**config.mk**
```make
export PLATFORM = sky130hd
export DESIGN_NAME = modeTimer16
export DESIGN_NICKNAME = d
export VERILOG_FILES = /design/src/rtl/modeTimerPkg.sv /design/src/rtl/modeTimerReg.sv /design/src/rtl/modeTimerCtrl.sv /design/src/rtl/modeTimerData.sv /design/src/rtl/modeTimer16.sv
export SDC_FILE = /design/constraint.sdc
export NUM_CORES = 1
export LEC_CHECK = 0
export ABC_AREA = 1
export BUFFER_PORTS_ARGS = -buffer_cell sky130_fd_sc_hd__buf_2
export CAP_MARGIN = 20
export CORE_MARGIN = 5
export CORE_UTILIZATION = 50
export CTS_CLUSTER_DIAMETER = 200
export DETAILED_ROUTE_END_ITERATION = 16
export HOLD_SLACK_MARGIN = 0.12
export PLACE_DENSITY = 0.75
export SLEW_MARGIN = 20
export SYNTH_ARGS = -nofsm -noshare
export SYNTH_HDL_FRONTEND = slang
export SYNTH_SLANG_ARGS = --single-unit
```
**constraint.sdc**
```tcl
create_clock -name clk -period 2.6 [get_ports clk]
set_input_delay 0.26 -clock clk [delete_from_list [all_inputs] [get_ports clk]]
set_output_delay 0.26 -clock clk [all_outputs]
set_load 0.05 [all_outputs]
```
**src/rtl/modeTimerPkg.sv**
```systemverilog
package modeTimerPkg;
  localparam int ByteW = 8;
  localparam int CntW  = 2 * ByteW;

  typedef enum logic [1:0] {
    ModeTimer  = 2'b00,
    ModeWindow = 2'b01,
    ModePulse  = 2'b10,
    ModePpg    = 2'b11
  } modeE;

  typedef enum logic [1:0] {
    StStop = 2'b00,
    StSoft = 2'b01,
    StRise = 2'b10,
    StFall = 2'b11
  } startE;

  typedef struct packed {
    modeE       mode;
    logic [1:0] clkSel;
    logic       trigStop;
    logic       singleEdge;
    logic       oneShot;
    logic       ffInit;
  } cfgT;

  typedef struct packed {
    logic tick;
    logic inc;
    logic clr;
    logic cmpEn;
    logic capture;
    logic snap;
    logic ffLoad;
    logic ppgEn;
    logic bWrOk;
  } strobeT;

  localparam logic [2:0] AddrStart = 3'd0;
  localparam logic [2:0] AddrCfg   = 3'd1;
  localparam logic [2:0] AddrALo   = 3'd2;
  localparam logic [2:0] AddrAHi   = 3'd3;
  localparam logic [2:0] AddrBLo   = 3'd4;
  localparam logic [2:0] AddrBHi   = 3'd5;
  localparam logic [2:0] AddrCLo   = 3'd6;
  localparam logic [2:0] AddrCHi   = 3'd7;
endpackage

```
**src/rtl/modeTimerReg.sv**
```systemverilog
module modeTimerReg
  import modeTimerPkg::*;
#(
  parameter int HalfW = ByteW
) (
  input  logic               clk,
  input  logic               rstN,
  input  logic               wrLo,
  input  logic               wrHi,
  input  logic [HalfW-1:0]   wrData,
  input  logic               tick,
  input  logic               capEn,
  input  logic [2*HalfW-1:0] capVal,
  output logic [2*HalfW-1:0] value
);
  localparam int FullW = 2 * HalfW;

  logic [HalfW-1:0] loHold;
  logic [FullW-1:0] stage;
  logic             pend;

  always_ff @(posedge clk or negedge rstN) begin
    if (!rstN) begin
      loHold <= '0;
      stage  <= '1;
      pend   <= 1'b0;
      value  <= '1;
    end else begin
      if (wrLo) loHold <= wrData;
      if (capEn) value <= capVal;
      else if (pend && tick) value <= stage;
      if (wrHi) begin
        stage <= {wrData, loHold};
        pend  <= 1'b1;
      end else if (pend && tick && !capEn) begin
        pend <= 1'b0;
      end
    end
  end


  lo_only_chk: assert property (@(posedge clk) disable iff (!rstN)
    (wrLo && !wrHi && !pend && !capEn) |=> $stable(value));
endmodule

```
**src/rtl/modeTimerCtrl.sv**
```systemverilog
module modeTimerCtrl
  import modeTimerPkg::*;
#(
  parameter int NumPresc   = 3,
  parameter int SyncStages = 2
) (
  input  logic                clk,
  input  logic                rstN,
  input  logic                wrEn,
  input  logic [2:0]          wrAddr,
  input  logic [ByteW-1:0]    wrData,
  input  logic [NumPresc-1:0] prescTick,
  input  logic                pinIn,
  input  logic                matchA,
  output cfgT                 cfg,
  output startE               startFld,
  output logic                autoCap,
  output strobeT              strb
);
  logic pinS, pinD, pinRise, pinFall;
  logic srcTick, actEdge, oppEdge, levelAct, evtSel;
  logic armed, phase, done;
  logic armedN, phaseN, doneN;
  logic stopOneShot;

  generate
    if (SyncStages > 1) begin : gSync
      logic [SyncStages-1:0] syncQ;
      always_ff @(posedge clk or negedge rstN) begin
        if (!rstN) syncQ <= '0;
        else       syncQ <= {syncQ[SyncStages-2:0], pinIn};
      end
      assign pinS = syncQ[SyncStages-1];
    end else begin : gSingle
      logic syncQ;
      always_ff @(posedge clk or negedge rstN) begin
        if (!rstN) syncQ <= 1'b0;
        else       syncQ <= pinIn;
      end
      assign pinS = syncQ;
    end
  endgenerate

  always_ff @(posedge clk or negedge rstN) begin
    if (!rstN) pinD <= 1'b0;
    else       pinD <= pinS;
  end

  assign pinRise  = pinS & ~pinD;
  assign pinFall  = ~pinS & pinD;
  assign actEdge  = (startFld == StFall) ? pinFall : pinRise;
  assign oppEdge  = (startFld == StFall) ? pinRise : pinFall;
  assign levelAct = (startFld == StFall) ? ~pinS : pinS;
  assign evtSel   = (cfg.clkSel == 2'(NumPresc));

  always_comb begin
    srcTick = pinRise;
    for (int i = 0; i < NumPresc; i++) begin
      if (cfg.clkSel == 2'(i)) srcTick = prescTick[i];
    end
  end

  // register writes
  always_ff @(posedge clk or negedge rstN) begin
    if (!rstN) begin
      startFld <= StStop;
      autoCap  <= 1'b0;
      cfg      <= '0;
    end else if (wrEn) begin
      if (wrAddr == AddrStart) begin
        startFld <= startE'(wrData[1:0]);
        autoCap  <= wrData[2];
      end
      if (wrAddr == AddrCfg && startFld == StStop) cfg <= cfgT'(wrData);
    end
  end

  // mode sequencing
  always_comb begin
    strb        = '0;
    strb.tick   = srcTick;
    strb.ffLoad = (startFld == StStop);
    strb.ppgEn  = (cfg.mode == ModePpg);
    strb.bWrOk  = (cfg.mode == ModePpg);
    strb.cmpEn  = (cfg.mode != ModePulse);
    strb.snap   = autoCap && (cfg.mode == ModeTimer || cfg.mode == ModeWindow);
    armedN = armed;
    phaseN = phase;
    doneN  = done;
    if (startFld == StStop) begin
      strb.clr = 1'b1;
      armedN   = 1'b0;
      phaseN   = 1'b0;
      doneN    = 1'b0;
    end else begin
      case (cfg.mode)
        ModeTimer: begin
          if (startFld == StSoft) begin
            strb.inc = srcTick;
          end else if (evtSel) begin
            strb.inc = actEdge;
          end else if (!armed) begin
            if (actEdge) begin
              armedN   = 1'b1;
              strb.clr = 1'b1;
            end
          end else begin
            strb.inc = srcTick;
            if (cfg.trigStop && oppEdge) begin
              armedN   = 1'b0;
              strb.clr = 1'b1;
            end
          end
        end
        ModeWindow: begin
          strb.inc = srcTick && (startFld == StSoft || levelAct);
        end
        ModePulse: begin
          if (!armed) begin
            if (actEdge) begin
              armedN   = 1'b1;
              phaseN   = 1'b0;
              strb.clr = 1'b1;
            end
          end else begin
            strb.inc = srcTick;
            if (!phase && oppEdge) begin
              strb.capture = 1'b1;
              if (cfg.singleEdge) begin
                armedN   = 1'b0;
                strb.clr = 1'b1;
              end else begin
                phaseN = 1'b1;
              end
            end else if (phase && actEdge) begin
              strb.capture = 1'b1;
              strb.clr     = 1'b1;
              phaseN       = 1'b0;
            end
          end
        end
        default: begin
          if (startFld == StSoft) begin
            strb.inc = srcTick && !done;
          end else if (!armed) begin
            if (actEdge) armedN = 1'b1;
          end else begin
            strb.inc = srcTick;
          end
        end
      endcase
    end
  end

  assign stopOneShot = matchA && cfg.oneShot && (cfg.mode == ModePpg);

  always_ff @(posedge clk or negedge rstN) begin
    if (!rstN) begin
      armed <= 1'b0;
      phase <= 1'b0;
      done  <= 1'b0;
    end else begin
      armed <= stopOneShot ? 1'b0 : armedN;
      phase <= phaseN;
      done  <= doneN | stopOneShot;
    end
  end


  cfg_lock_chk: assert property (@(posedge clk) disable iff (!rstN)
    (wrEn && wrAddr == AddrCfg && startFld != StStop) |=> $stable(cfg));


  oneshot_idle_chk: assert property (@(posedge clk) disable iff (!rstN)
    (done && cfg.mode == ModePpg && startFld == StSoft) |-> !strb.inc);
endmodule

```
**src/rtl/modeTimerData.sv**
```systemverilog
module modeTimerData
  import modeTimerPkg::*;
(
  input  logic             clk,
  input  logic             rstN,
  input  logic             wrEn,
  input  logic [2:0]       wrAddr,
  input  logic [ByteW-1:0] wrData,
  input  strobeT           strb,
  input  logic             ffInit,
  output logic             matchA,
  output logic [CntW-1:0]  cnt,
  output logic [CntW-1:0]  regA,
  output logic [CntW-1:0]  regB,
  output logic             ffOut,
  output logic             irq
);
  logic [CntW-1:0] cntNext, capVal;
  logic            matchB, capEnB;
  logic            wrALo, wrAHi, wrBLo, wrBHi;

  assign cntNext = cnt + 1'b1;
  assign matchA  = strb.inc && strb.cmpEn && (cntNext == regA);
  assign matchB  = strb.inc && strb.cmpEn && (cntNext == regB);

  assign wrALo = wrEn && wrAddr == AddrALo;
  assign wrAHi = wrEn && wrAddr == AddrAHi;
  assign wrBLo = wrEn && wrAddr == AddrBLo && strb.bWrOk;
  assign wrBHi = wrEn && wrAddr == AddrBHi && strb.bWrOk;

  assign capEnB = strb.capture || (strb.snap && strb.inc);
  always_comb begin
    if (strb.capture) capVal = strb.inc ? cntNext : cnt;
    else              capVal = matchA ? '0 : cntNext;
  end

  modeTimerReg #(.HalfW(ByteW)) uRegA (
    .clk(clk), .rstN(rstN), .wrLo(wrALo), .wrHi(wrAHi), .wrData(wrData),
    .tick(strb.tick), .capEn(1'b0), .capVal('0), .value(regA)
  );

  modeTimerReg #(.HalfW(ByteW)) uRegB (
    .clk(clk), .rstN(rstN), .wrLo(wrBLo), .wrHi(wrBHi), .wrData(wrData),
    .tick(strb.tick), .capEn(capEnB), .capVal(capVal), .value(regB)
  );

  always_ff @(posedge clk or negedge rstN) begin
    if (!rstN) begin
      cnt   <= '0;
      ffOut <= 1'b0;
      irq   <= 1'b0;
    end else begin
      if (strb.clr)      cnt <= '0;
      else if (strb.inc) cnt <= matchA ? '0 : cntNext;
      irq <= matchA || strb.capture;
      if (strb.ffLoad)     ffOut <= ffInit;
      else if (strb.ppgEn) ffOut <= ffOut ^ matchA ^ matchB;
    end
  end


  ff_hold_chk: assert property (@(posedge clk) disable iff (!rstN)
    (!strb.ppgEn && !strb.ffLoad) |=> $stable(ffOut));
endmodule

```
**src/rtl/modeTimer16.sv**
```systemverilog
module modeTimer16
  import modeTimerPkg::*;
(
  input  logic       clk,
  input  logic       rstN,
  input  logic       wrEn,
  input  logic [2:0] wrAddr,
  input  logic [7:0] wrData,
  input  logic [2:0] rdAddr,
  output logic [7:0] rdData,
  input  logic [2:0] prescTick,
  input  logic       pinIn,
  output logic       irqPulse,
  output logic       ppgOut
);
  cfgT             cfg;
  startE           startFld;
  logic            autoCap;
  strobeT          strb;
  logic            matchA;
  logic [CntW-1:0] cntVal, regA, regB;

  modeTimerCtrl #(.NumPresc(3), .SyncStages(2)) uCtrl (
    .clk(clk), .rstN(rstN), .wrEn(wrEn), .wrAddr(wrAddr), .wrData(wrData),
    .prescTick(prescTick), .pinIn(pinIn), .matchA(matchA),
    .cfg(cfg), .startFld(startFld), .autoCap(autoCap), .strb(strb)
  );

  modeTimerData uData (
    .clk(clk), .rstN(rstN), .wrEn(wrEn), .wrAddr(wrAddr), .wrData(wrData),
    .strb(strb), .ffInit(cfg.ffInit), .matchA(matchA), .cnt(cntVal),
    .regA(regA), .regB(regB), .ffOut(ppgOut), .irq(irqPulse)
  );

  always_comb begin
    case (rdAddr)
      AddrStart: rdData = {5'b0, autoCap, startFld};
      AddrCfg:   rdData = cfg;
      AddrALo:   rdData = regA[ByteW-1:0];
      AddrAHi:   rdData = regA[CntW-1:ByteW];
      AddrBLo:   rdData = regB[ByteW-1:0];
      AddrBHi:   rdData = regB[CntW-1:ByteW];
      AddrCLo:   rdData = cntVal[ByteW-1:0];
      default:   rdData = cntVal[CntW-1:ByteW];
    endcase
  end


  stop_clear_chk: assert property (@(posedge clk) disable iff (!rstN)
    (startFld == StStop) |=> (cntVal == '0));
endmodule

```
# After elaboration in Yosys (flattened, before gate mapping)
# Cells that the tools add are included.
[classes]
n_addsub = 1
eq_ne = 28
n_mux = 61
bitwise = 7
n_reduce_logical = 45
[op_table]
columns = ["cell", "n"]
rows = [
  ["2-to-1 mux 16 bit", 7],
  ["case mux 8 bit (7 select lines)", 1],
  ["2-to-1 mux 1 bit", 50],
  ["== test 16 bit", 2],
  ["logical AND 1 bit", 22],
  ["adder 16 x 1 -> 16 bit, second input constant", 1],
  ["== test 3 bit, second input constant", 5],
  ["== test 3 x 2 -> 1 bit, second input constant", 4],
  ["inequality test 4 bit, second input constant", 3],
  ["nonzero test 2 bit", 6],
  ["== test 2 bit, second input constant", 5],
  ["inequality test 4 x 3 -> 1 bit, second input constant", 2],
  ["AND reduction 4 bit", 2],
  ["== test 2 x 1 -> 1 bit, second input constant", 3],
  ["== test 3 x 1 -> 1 bit, second input constant", 2],
  ["logical NOT 2 bit", 3],
  ["logical NOT 3 bit", 2],
  ["case mux 1 bit (3 select lines)", 2],
  ["logical OR 1 bit", 4],
  ["AND reduction 2 bit", 2],
  ["logical NOT 1 bit", 3],
  ["inequality test 3 x 2 -> 1 bit, second input constant", 1],
  ["nonzero test 3 bit", 1],
  ["bitwise AND 1 bit", 2],
  ["5 further kinds", 7],
]
[totals]
register_bits = 117
out_inout_bits = 10
elab_cells = 166

# Longest topological paths before layout
# Gate-level depths: netlist (run 1).
[logic_depth]
ltp_word = 16
mapped_depth = 18
ltp_nobuf = 18

# By module
# Synthesis (run 1) repeated with hierarchy kept, for this count alone.
[unflattened]
hier_cells = 1136
area_unflattened_um2 = 7806.2
[by_module_without_submodules]
columns = ["module", "instances", "cells_each", "area_each_um2"]
rows = [
  ["modeTimerReg", 2, 218, 1845.5],
  ["modeTimerData", 1, 422, 2348.5],
  ["modeTimerCtrl", 1, 149, 1092.3],
  ["modeTimer16", 1, 129, 674.4],
]

# Worst setup path after synthesis (run 1)
# No wires, ideal clock.
[synth_path]
kind = "register to register"
startpoint = "register uData.cnt[0]"
endpoint = "register uData.uRegB.value[13]"
setup_ns = 0.087
arrival_time_ns = 2.059
required_time_ns = 2.513
path_slack_ns = 0.453
path_stages_with_launch = 18
path_buffers = 1
synth_period_minus_slack_ns = 2.147
path_cell_list = "dfrtp_1 > ha_1 > nand2_1 > nor2_1 > nand2_1 > nand2_1 > nand2_1 > nand2_1 > nand2_1 > nor2_1 > nand3_1 > nor2_2 > nand3_4 > buf_6 > nand2_1 > nand2_1 > o211ai_1 > nand3_1"
[synth_via]
elab_chain_len = 6
word_cells_on_any_way = 7
cone_classes = "add/sub (1); eq/ne (1); mux (4); reduce/logical (1)"
[synth_lines]
columns = ["element", "line", "source"]
rows = [
  ["start: declaration", "modeTimerData.sv:12", "output logic [CntW-1:0] cnt,"],
  ["start signal: assignment", "modeTimerData.sv:54", "else if (strb.inc) cnt <= matchA ? '0 : cntNext;"],
  ["adder 16 x 1 -> 16 bit *", "modeTimerData.sv:22", "assign cntNext = cnt + 1'b1;"],
  ["== test 16 bit", "modeTimerData.sv:23", "assign matchA = strb.inc && strb.cmpEn && (cntNext == regA);"],
  ["logical AND 1 bit", "modeTimerData.sv:23", ""],
  ["2-to-1 mux 16 bit", "modeTimerData.sv:34", "else capVal = matchA ? '0 : cntNext;"],
  ["2-to-1 mux 16 bit *", "modeTimerData.sv:33", "if (strb.capture) capVal = strb.inc ? cntNext : cnt;"],
  ["2-to-1 mux 16 bit *", "modeTimerReg.sv:30", "if (capEn) value <= capVal;"],
  ["end signal: assignment", "modeTimerReg.sv:30", ""],
  ["end signal: assignment", "modeTimerReg.sv:31", "else if (pend && tick) value <= stage;"],
  ["end: declaration", "modeTimerReg.sv:14", "output logic [2*HalfW-1:0] value"],
]
# Every way passes the cells marked *; elsewhere a longest branch is shown, timed or not.
# A chain may end at the register's enable or synchronous reset.

# Final worst setup path (run 1)
[layout_path]
startpoint = "register uData.cnt[3]"
endpoint = "register uData.uRegB.value[0]"
[layout_via]
elab_chain_len = 6
[layout_lines]
columns = ["element", "line"]
rows = [
  ["adder 16 x 1 -> 16 bit", "modeTimerData.sv:22"],
  ["== test 16 bit", "modeTimerData.sv:23"],
  ["logical AND 1 bit", "modeTimerData.sv:23"],
  ["2-to-1 mux 16 bit", "modeTimerData.sv:34"],
  ["2-to-1 mux 16 bit", "modeTimerData.sv:33"],
  ["2-to-1 mux 16 bit", "modeTimerReg.sv:30"],
]
# Every way passes these cells.

==> results of run 1 <==
## cell type report
| cell class | count | area, µm² |
|---|---|---|
| timing repair buffer | 76 | 532 |
| inverter | 140 | 526 |
| clock buffer | 23 | 458 |
| fill | 1302 | 5490 |
| multi-input combinational | 686 | 3320 |
| tap | 180 | 225 |
| clock inverter | 9 | 154 |
| sequential | 117 | 3020 |
## final timing paths
check | from | endpoint | slack, ns | cells past startpoint
max | uData.cnt[3] | uData.uRegB.value[0] | 0.15 | 16
min | wrData[5] | uData.uRegA.stage[13] | 0.19 | 3
max reg2reg | uData.cnt[3] | uData.uRegB.value[0] | 0.15 | 16
min reg2reg | uCtrl.gSync.syncQ[0] | uCtrl.gSync.syncQ[1] | 0.35 | 0
max in group asynchronous | rstN | uData.uRegB.stage[1] | 1.34 | 3
min in group asynchronous | rstN | uCtrl.cfg[4] | 0.42 | 2
## sequential cells by signal, summed over array words and instances, names as in the netlist, 8 cells and up
name,cells
uData.cnt,16
uData.uRegA.stage,16
uData.uRegA.value,16
uData.uRegB.stage,16
uData.uRegB.value,16
uCtrl.cfg,8
uData.uRegA.loHold,8
uData.uRegB.loHold,8
## synthesized netlist by cell type (4+ instances only)
| master | number |
|---|---|
| mux2_2 | 16 |
| a31oi_1 | 4 |
| nor2_1 | 79 |
| nor3_1 | 7 |
| buf_2 | 5 |
| dfstp_2 | 64 |
| clkbuf_1 | 16 |
| nand3_1 | 88 |
| nand2_1 | 293 |
| inv_1 | 136 |
| o21ai_1 | 4 |
| a21oi_1 | 16 |
| a221oi_1 | 4 |
| dfrtp_1 | 53 |
| o211ai_1 | 12 |
| nand4_1 | 25 |
| nor2_2 | 4 |
| o22ai_1 | 23 |
| o21ai_0 | 93 |
## metrics by stage
stage | area, µm² | hold slack, ns | TNS [ns] | std cells
2_1_floorplan | 6920 | -0.0356 | 0 | 968
5_1_grt | 8230 | 0.211 | -0.00310 | 1231
4_1_cts | 8170 | 0.206 | 0 | 1230
3_5_place_dp | 7530 | 0.332 | 0 | 1196
6_report | 8230 | 0.195 | 0 | 1231
3_3_place_gp | 7530 | 0.333 | 0 | 1196
## timing repair
item / 4_1_cts / 5_1_grt
hold buffers: 2 / 0
endpoints found under the hold margin: 28 / 0
setup endpoints to repair: 6 / 30
buffers inserted: 0 / 1
gates resized for setup: 2 / 20
## worst max-delay path, delay by kind of cell, from the launching register on
kind | cells | cell delay [ns]
DFF | 1 | 0.44
buffers and inverters | 2 | 0.35
AOI/OAI and AO/OA | 1 | 0.18
and+or+nand+nor | 13 | 1.41
## per-layer routing
layer  global-route usage (%)  vias up  wire length [µm]
li1                         -     3299                 -
met1                     41.4     3264              9980
met2                     46.6      376             10800
met3                     5.63       52              2310
met4                     8.24        0               539
met5                        0        -                 0
## power groups by stage
| stage | Clock, mW | Combinational [mW] | Sequential [mW] |
|---|---|---|---|
| after global placement | 0 | 2.34 | 2.91 |
| final | 2.45 | 2.46 | 2.93 |
| after detailed placement | 0 | 2.37 | 2.92 |
| after floorplan | 0 | 1.63 | 2.75 |
| after global routing | 2.56 | 2.69 | 2.97 |
| after CTS | 2.47 | 2.39 | 2.90 |
## cell families (layout without fill, tap and decap cells)
family	after synthesis	after routing	synth area share [%]
AO/OA/AOI/OAI	157	157	12.5
AND/OR/NAND/NOR	506	506	31.0
flip-flops	117	117	43.4
adder cells (fa/ha/maj)	1	1	0.181
buffers and inverters	165	248	9.31
multiplexers	16	16	2.60
XOR/XNOR	6	6	0.958
==> reports/results.txt, run 1 <==
WL/cell - 19.2 µm
Clock Sinks - 117
Cell breakdown of the critical path - nand2_2 -> nor2_4 -> buf_4 -> nand3_1 -> nand2_1 -> nand2_2 -> nand2_1 -> nand2_1 -> nand3b_1 -> nor2_2 -> nand3_4 -> nand2_1 -> buf_4 -> o21ai_0 -> nand2_1 -> nand2_1
Sequential Power Share - 37.4%
Fmax - 408 MHz
Crit path capture type - flop
Starting DRC count in detailed routing - 852
Cell count after synthesis - 968
HPWL after detailed placement - 18.0 mm
CP Class - flop to flop
Pre-CTS WS - 0.0388 ns
Worst VDD drop - 541 µV
Syn_nets - 990
Nets - 1060
Ports - 31
Vias in the first global route - 6415
Layout area overhead - 18.8%
P_int - 4.89 mW
Clock Tree Root - clkbuf_16
Die Y - 128 µm
Initial core utilization - 50.5%
Status - finished clean
Post-layout min period - 2.45 ns
Crit-path max FO - 7
Cts bufs inserted - 17
Commonest non-fill, non-tap cell in the layout - nand2_1
Fin crit share - 94.2%
Number of vias per cell - 5.68
Max cap viols - 0
Util after Layout - 60.0%
Final setup viols - 0
Layout cells sized above 1 - 20.2%
Max-slew violations - 0
Total leakage power - 4.03 nW
Min-delay worst type - input pin to flop
Die Footprint - 0.0163 mm²
Global-route wire length before repair - 36.4 mm
Antenna Cells - 0
Clock Skew - 0.0113 ns
Critical path's most frequent cell - nand2_1
Synth unique cells - 35
DRC viols - 0
Worst slew margin - 44.0%
Comb pwr share - 31.4%
DRT Pass-1 Iters - 10
H-tree depth - 4
Routability congestion estimate - 1.07
# rows - 43
Arrival time at the worst endpoint - 2.80 ns
Total GRT Usage - 29.4%
Total power after layout - 7.84 mW
Synthesized area per cell - 7.15 µm²
Max Buffers Root-to-Sink - 2
Worst-skew pair later-pin latency - 0.41 ns
Required @ worst endpoint - 2.95 ns
Top cell type by total area after synthesis - dfstp_2
Net Sw Frac - 37.5%
Setup slack after layout - 0.151 ns
Critical Path Max Stage Delay - 0.44 ns
Number of synthesized flops with an enable pin - 0
Worst-path clk slew - 0.05 ns
Final wirelength - 23.6 mm
Main area contributors after synthesis - dfstp_2 24%, dfrtp_1 19%, nand2_1 16%, inv_1 7.4%, o21ai_0 6.7%
Vias - 6991
I/O Buffers - 30
CTS tree - yes
PD cells - 952 mW/mm²
Synth Warn # - 0
Core area - 0.0137 mm²
Worst Tran Pin Value - 0.837 ns
Clk pwr share - 31.2%
Yosys reg bits - 117
Grt total ovfl - 0
Async S/R FF share, synth - 100%
Die W - 128 µm
Ys flop type - dfstp_2
Antenna violations before repair - 0
Crit-path slowest cell - dfrtp_2
Synth top area share - 24.3%
Post-DRT Antenna Nets - 0
Sequential-to-total area share from yosys stat - 43.4%
Largest net degree at the start of global routing - 50
Most frequent cells in the layout - 290 x nand2_1, 134 x inv_1, 92 x o21ai_0, 87 x nand3_1, 76 x nor2_1
Final Hold Fails - 0
CP startpoint kind - flop
Psw - 2.94 mW
Syn Std Cell Area - 0.00692 mm²
(Power assumes the default switching activity.)
==> inputs of run 2 (changes only) <==
--- a/config.mk
+++ b/config.mk
@@ -9,11 +9,12 @@
 export BUFFER_PORTS_ARGS = -buffer_cell sky130_fd_sc_hd__buf_2
 export CAP_MARGIN = 20
 export CORE_MARGIN = 5
-export CORE_UTILIZATION = 50
+export CORE_UTILIZATION = 35
 export CTS_CLUSTER_DIAMETER = 200
 export DETAILED_ROUTE_END_ITERATION = 16
 export HOLD_SLACK_MARGIN = 0.12
-export PLACE_DENSITY = 0.75
+export PLACE_DENSITY = 0.58
+export SKIP_LAST_GASP = 1
 export SLEW_MARGIN = 20
 export SYNTH_ARGS = -nofsm -noshare
 export SYNTH_HDL_FRONTEND = slang
==> reports/results.txt, run 2 (same netlist as run 1, synthesis figures left out) <==
Grt total ovfl - 0 (unchanged)
Vias - 6867 (-1.8%)
Worst-path clk slew - 0.06 ns (about the same)
CP startpoint kind - flop
Starting DRC count in detailed routing - 844 (-0.94%)
Nets - 1067 (+0.66%)
Post-layout min period - 2.53 ns (+0.0765 ns)
Clock Tree Root - clkbuf_16
Layout cells sized above 1 - 21.1% (+0.91 points)
Die W - 151 µm (+18%)
Cts bufs inserted - 17 (unchanged)
Initial core utilization - 35.6% (-15 points)
Final setup viols - 0 (unchanged)
CP Class - flop to flop
Number of vias per cell - 5.19 (-8.6%)
Clock Skew - 0.00805 ns (-0.00324 ns)
Post-DRT Antenna Nets - 0 (unchanged)
Pre-CTS WS - 0.0572 ns (+0.0184 ns)
Routability congestion estimate - 1.03 (-3.7%)
Die Footprint - 0.0227 mm² (+39%)
Antenna violations before repair - 1 (+1)
Fin crit share - 97.1% (+2.9 points)
Die Y - 151 µm (+18%)
Core area - 0.0195 mm² (+42%)
WL/cell - 19.1 µm (-0.37%)
Global-route wire length before repair - 38.7 mm (+6.4%)
Fin area - 0.00833 mm² (+1.2%)
Setup slack after layout - 0.0744 ns (-0.0765 ns)
DRT Pass-1 Iters - 5 (-5)
Layout area overhead - 20.2%
Crit path capture type - flop
I/O Buffers - 30 (unchanged)
Final Hold Fails - 0 (unchanged)
Ports - 31 (unchanged)
Setup tns final - 0 ns (unchanged)
Total GRT Usage - 23.0% (-6.4 points)
Largest net degree at the start of global routing - 52 (+4.0%)
Vias in the first global route - 6526 (+1.7%)
Final wirelength - 25.3 mm (+7.1%)
Fill cells - 2055 (+58%)
DP Area - 0.00766 mm² (+1.7%)
CTS tree - yes
DRC viols - 0 (unchanged)
Status - finished clean
# rows - 51 (+19%)
Fmax - 396 MHz (-3.0%)
Required @ worst endpoint - 2.95 ns (about the same)
Arrival time at the worst endpoint - 2.87 ns (+0.07 ns)
PD cells - 917 mW/mm² (-3.7%)
Worst slew margin - 44.8% (+0.75 points)
Worst VDD drop - 570 µV (+5.4%)
Total leakage power - 4.04 nW (+0.23%)
Clock Sinks - 117 (unchanged)
Worst-skew pair later-pin latency - 0.43 ns (+0.02 ns)
Antenna Cells - 0 (unchanged)
Max cap viols - 0 (unchanged)
HPWL after detailed placement - 19.7 mm (+9.3%)
Commonest non-fill, non-tap cell in the layout - nand2_1
Min-delay worst type - input pin to flop
Worst Tran Pin Value - 0.826 ns (-0.0113 ns)
Most frequent cells in the layout - 289 x nand2_1, 134 x inv_1, 93 x o21ai_0, 88 x nand3_1, 76 x nor2_1
H-tree depth - 4 (unchanged)
Crit-path max FO - 20 (+13)
Max-slew violations - 0 (unchanged)
Max Buffers Root-to-Sink - 2 (unchanged)
[run 2: changes by cell type in the layout (fill, tap and decap cells not counted), sizes merged]
cell      change
inv          +10
buf           +6
clkbuf        -5
bufinv        -4
clkinv        -2
clkinvlp      +2
[run 2: timing repair]
action / in CTS / in global routing
hold endpoints to repair: 21 / 0
hold buffers: 2 / 0
buffers inserted: 0 / 3
resized for setup: 0 / 19
setup endpoints to repair: 0 / 35
[run 2: metrics by stage]
step,util (%),hold WS (ns),instances,power [mW]
finish,42.8,0.201,1323,7.64
floorplan,-,-0.0356,968,4.38
global placement,39.4,0.335,1286,5.29
CTS,42.4,0.202,1320,7.61
detailed placement,39.4,0.336,1286,5.30
global route,42.8,0.231,1323,8.06
[run 2: worst max-delay path, stage by stage, from the launching register on]
cell and delay (ns):
dfrtp_1 0.47, ha_4 0.20, inv_1 0.05, o21ai_0 0.32
nand2_1 0.20, nand2_1 0.13, nand3_1 0.09, nor2_1 0.10
nand3_1 0.09, nor2_2 0.13, nand3_4 0.12, buf_4 0.23
nand2_1 0.08, nand2_1 0.05, o211ai_1 0.07, nand3_1 0.09
[run 2: path summary, 6_finish.rpt]
check | start | end | slack [ns] | cells after the start
setup / recovery | uData.cnt[0] | uData.uRegB.value[8] | 0.07 | 15
hold / removal | wrData[3] | uData.uRegA.stage[11] | 0.20 | 3
setup reg to reg | uData.cnt[0] | uData.uRegB.value[8] | 0.07 | 15
hold reg to reg | uCtrl.gSync.syncQ[0] | uCtrl.gSync.syncQ[1] | 0.35 | 0
max in group asynchronous | rstN | uData.uRegB.value[14] | 1.38 | 3
min in group asynchronous | rstN | uCtrl.gSync.syncQ[0] | 0.41 | 2
[run 2: power by group]
part	switching (mW)	internal [mW]	leakage, nW	total [mW]
sequential	0.430	2.49	1.36	2.92
combinational	1.65	0.769	2.41	2.42
clock	1.03	1.26	0.267	2.29
[run 2: final cells by class]
class                      instances  area [µm²]  area share (%)
multi-input combinational        686        3320            39.8
sequential                       117        3010            36.2
timing repair buffer              83         578            6.94
inverter                         140         526            6.31
clock buffer                      17         425            5.11
tap                              265         332            3.98
clock inverter                    15         135            1.62
[run 2: layer usage]
layer | track usage [%] | up-vias | part of all wire, %
li1 | - | 3317 | -
met1 | 33.2 | 3239 | 46
met2 | 34.9 | 264 | 44
met3 | 3.79 | 45 | 7.4
met4 | 7.71 | 2 | 2.8
met5 | 0 | - | 0.051
==> inputs of run 3 (changes only) <==
--- a/config.mk
+++ b/config.mk
@@ -5,7 +5,6 @@
 export SDC_FILE = /design/constraint.sdc
 export NUM_CORES = 1
 export LEC_CHECK = 0
-export ABC_AREA = 1
 export BUFFER_PORTS_ARGS = -buffer_cell sky130_fd_sc_hd__buf_2
 export CAP_MARGIN = 20
 export CORE_MARGIN = 5
==> reports/results.txt, run 3 <==
Status - finished with violations
Failing checks - negative setup slack
Layout area overhead - 34.2%
Crit path capture type - flop
Synth Warn # - 0 (unchanged)
Nets - 800 (-25%)
Worst VDD drop - 497 µV (-13%)
Top cell type by total area after synthesis - dfstp_2
Clock Tree Root - clkbuf_16
Grt total ovfl - 0 (unchanged)
Final setup viols - 32 (+32)
Most common library cells after synthesis - 78 x mux2_2, 64 x dfstp_2, 53 x dfrtp_1, 47 x nor2_1, 41 x nand2_1
Min-delay worst type - input pin to flop
Post-layout min period - 2.81 ns (+0.280 ns)
Main area contributors after synthesis - dfstp_2 24%, dfrtp_1 19%, mux2_2 13%, xnor2_1 4.2%, nor2_1 2.5%
H-tree depth - 4 (unchanged)
Setup tns final - -3.73 ns (-3.73 ns)
Synth unique cells - 71 (+100%)
Worst slew margin - 54.4% (+9.7 points)
PD cells - 902 mW/mm² (-1.7%)
Total power after layout - 8.38 mW (+9.7%)
WHS Endpoint - uData.uRegA.loHold[3]
Largest net degree at the start of global routing - 51 (-1.9%)
Unrepaired setup endpoints after global routing - true
DP Area - 0.00813 mm² (+6.1%)
Cell with the most instances after synthesis - mux2_2
Synth Area in Simple Gates - 15.0% (-16 points)
Core area - 0.0195 mm² (unchanged)
HPWL after detailed placement - 16.7 mm (-15%)
Clock Sinks - 117 (unchanged)
Sequential-to-total area share from yosys stat - 43.5% (about the same)
Layout cells sized above 1 - 51.6% (+31 points)
CP Class - flop to flop
Syn Std Cell Area - 0.00692 mm² (about the same)
Fill cells - 1761 (-14%)
Final wirelength - 22.4 mm (-11%)
Ys flop type - dfstp_2
Synthesized area per cell - 10.6 µm² (+49%)
Fmax - 356 MHz (-10%)
Total GRT Usage - 20.3% (-2.7 points)
Initial core utilization - 35.6% (about the same)
WL/cell - 21.2 µm (+11%)
Yosys reg bits - 117 (unchanged)
DRT Pass-1 Iters - 5 (unchanged)
Hold path cells - 2 (-1)
Most frequent cells in the layout - 113 x buf_4, 78 x mux2_2, 64 x dfstp_2, 49 x dfrtp_1, 41 x nand2_1
Total leakage power - 3.82 nW (-5.5%)
Cell count after synthesis - 651 (-33%)
Hold path startpoint - wrData[3]
DRC viols - 0 (unchanged)
Setup slack after layout - -0.205 ns (-0.280 ns)
Post-synthesis compound-gate area fraction - 13.9% (+1.3 points)
Antenna Cells - 0 (unchanged)
Async S/R FF share, synth - 100% (unchanged)
Path depth of the worst reg2reg path - 10 (-5)
Pre-CTS WS - -0.433 ns (-0.490 ns)
Ports - 31 (unchanged)
Commonest non-fill, non-tap cell in the layout - buf_4
Reg2reg end - uData.ffOut
Die Y - 151 µm (about the same)
Worst Tran Pin Value - 0.683 ns (-0.143 ns)
Final Hold Fails - 0 (unchanged)
Fin crit share - 108% (+11 points)
Crit-path max FO - 2 (-90%)
Clock Skew - 0.0104 ns (+0.00237 ns)
Syn_nets - 673 (-32%)
Routability congestion estimate - 0.902 (-12%)
Reg2Reg Launch Point - uData.cnt[0]
Combinational family with the most area after synthesis - multiplexers
Adder-Cell Fraction of Synth Area - 0.325% (+0.14 points)
Starting DRC count in detailed routing - 396 (-53%)
Global-route wire length before repair - 34.6 mm (-11%)
I/O Buffers - 30 (unchanged)
Cts bufs inserted - 17 (unchanged)
Vias in the first global route - 5965 (-8.6%)
Vias - 5859 (-15%)
Arrival time at the worst endpoint - 3.15 ns (+0.28 ns)
CP startpoint kind - flop
Post-synthesis mux area share - 16.5% (+14 points)
Die W - 151 µm (about the same)
Post-synthesis xor/xnor area fraction - 7.23% (+6.3 points)
Max-slew violations - 0 (unchanged)
Max cap viols - 0 (unchanged)
# rows - 51 (unchanged)
Worst-path clk slew - 0.06 ns (about the same)
Hold slack final - 0.141 ns (-0.0593 ns)
Fin area - 0.00929 mm² (+12%)
Post-DRT Antenna Nets - 0 (unchanged)
Antenna violations before repair - 0 (-1)
Worst-skew pair later-pin latency - 0.42 ns (about the same)
Required @ worst endpoint - 2.94 ns (about the same)
Synth top area share - 24.3% (about the same)
Max Buffers Root-to-Sink - 2 (unchanged)
Number of vias per cell - 5.55 (+6.9%)
R2R Setup Slk - -0.21 ns (-0.28 ns)
CTS tree - yes
Die Footprint - 0.0227 mm² (about the same)
Number of synthesized flops with an enable pin - 0 (unchanged)
## run 3: changes by cell type after synthesis, moves of 15 or more
cell | previous run | this run
nand3_1 | 88 | 23
xnor2_1 | 2 | 33
nand4_1 | 25 | 10
o22ai_1 | 23 | 2
mux2_2 | 16 | 78
inv_1 | 136 | 8
nor2_1 | 79 | 47
xor2_1 | 3 | 19
mux2i_1 | 0 | 15
nand2_1 | 293 | 41
o21ai_0 | 93 | 24
## run 3: worst max-delay path by stage
stage / cells past startpoint / to / startpoint / slack, ns
after global placement: 10 / uCtrl.armed / uData.cnt[1] / -0.40
after global routing: 11 / uData.ffOut / uData.cnt[0] / -0.30
after CTS: 10 / uData.ffOut / uData.cnt[1] / -0.17
after detailed placement: 10 / uCtrl.armed / uData.cnt[0] / -0.43
final: 10 / uData.ffOut / uData.cnt[0] / -0.21
after floorplan: 12 / uData.ffOut / uData.cnt[1] / -0.18
## run 3: cell families after synthesis
kind of cell               Yosys count
xor gates and xnor gates            54
and+or+nand+nor                    188
AOI/OAI and AO/OA                  135
buffers and inverters               57
DFF                                117
muxes                               98
adders and majority gates            2
## run 3: cell type report
cell class              instances  area [µm²]  share of cell area (%)
clock buffers                  17         425                    4.58
clock inverters                15         154                    1.66
inverters                       8        30.0                   0.323
multi-input cells             477        4130                    44.5
flip-flops and latches        117        3010                    32.4
well taps                     265         332                    3.57
repair buffers                157        1210                    13.0
## run 3: metrics by stage
step / cells / utilization [%]
5_1_grt: 1056 / 47.7
2_1_floorplan: 651 / -
3_5_place_dp: 1004 / 41.8
4_1_cts: 1048 / 46.5
3_3_place_gp: 1004 / 41.8
6_report: 1056 / 47.7
## run 3: timing repair
item	CTS	global route
hold endpoints to repair	27	0
setup endpoints to repair	34	34
setup buffers	9	8
gates cloned	1	0
pin swaps	14	22
hold buffers	2	0
resized for setup	41	38
## run 3: power by group
part           switching [mW]  total [mW]  internal, mW
logic                    1.51        2.93          1.42
registers               0.535        3.11          2.57
clock network           0.985        2.34          1.36
total                    3.03        8.38          5.34
## run 3: metal layers
metal	share of wire (%)	routed length (µm)	global-route usage, %	vias up
li1	-	-	-	2651
met1	44	9840	26.9	2945
met2	48	10700	32.8	210
met3	4.8	1070	3.49	53
met4	3.7	835	8.66	0
met5	0	0	0	-
## run 3: worst max-delay path, stage by stage, from the launching register on
cell	delay (ns)
dfrtp_1	0.44
ha_4	0.27
xor2_1	0.15
nor3_2	0.15
o211ai_1	0.12
or4_4	0.55
nor4b_4	0.25
nand4_1	0.17
xnor2_1	0.17
or3_1	0.31
a31oi_1	0.16
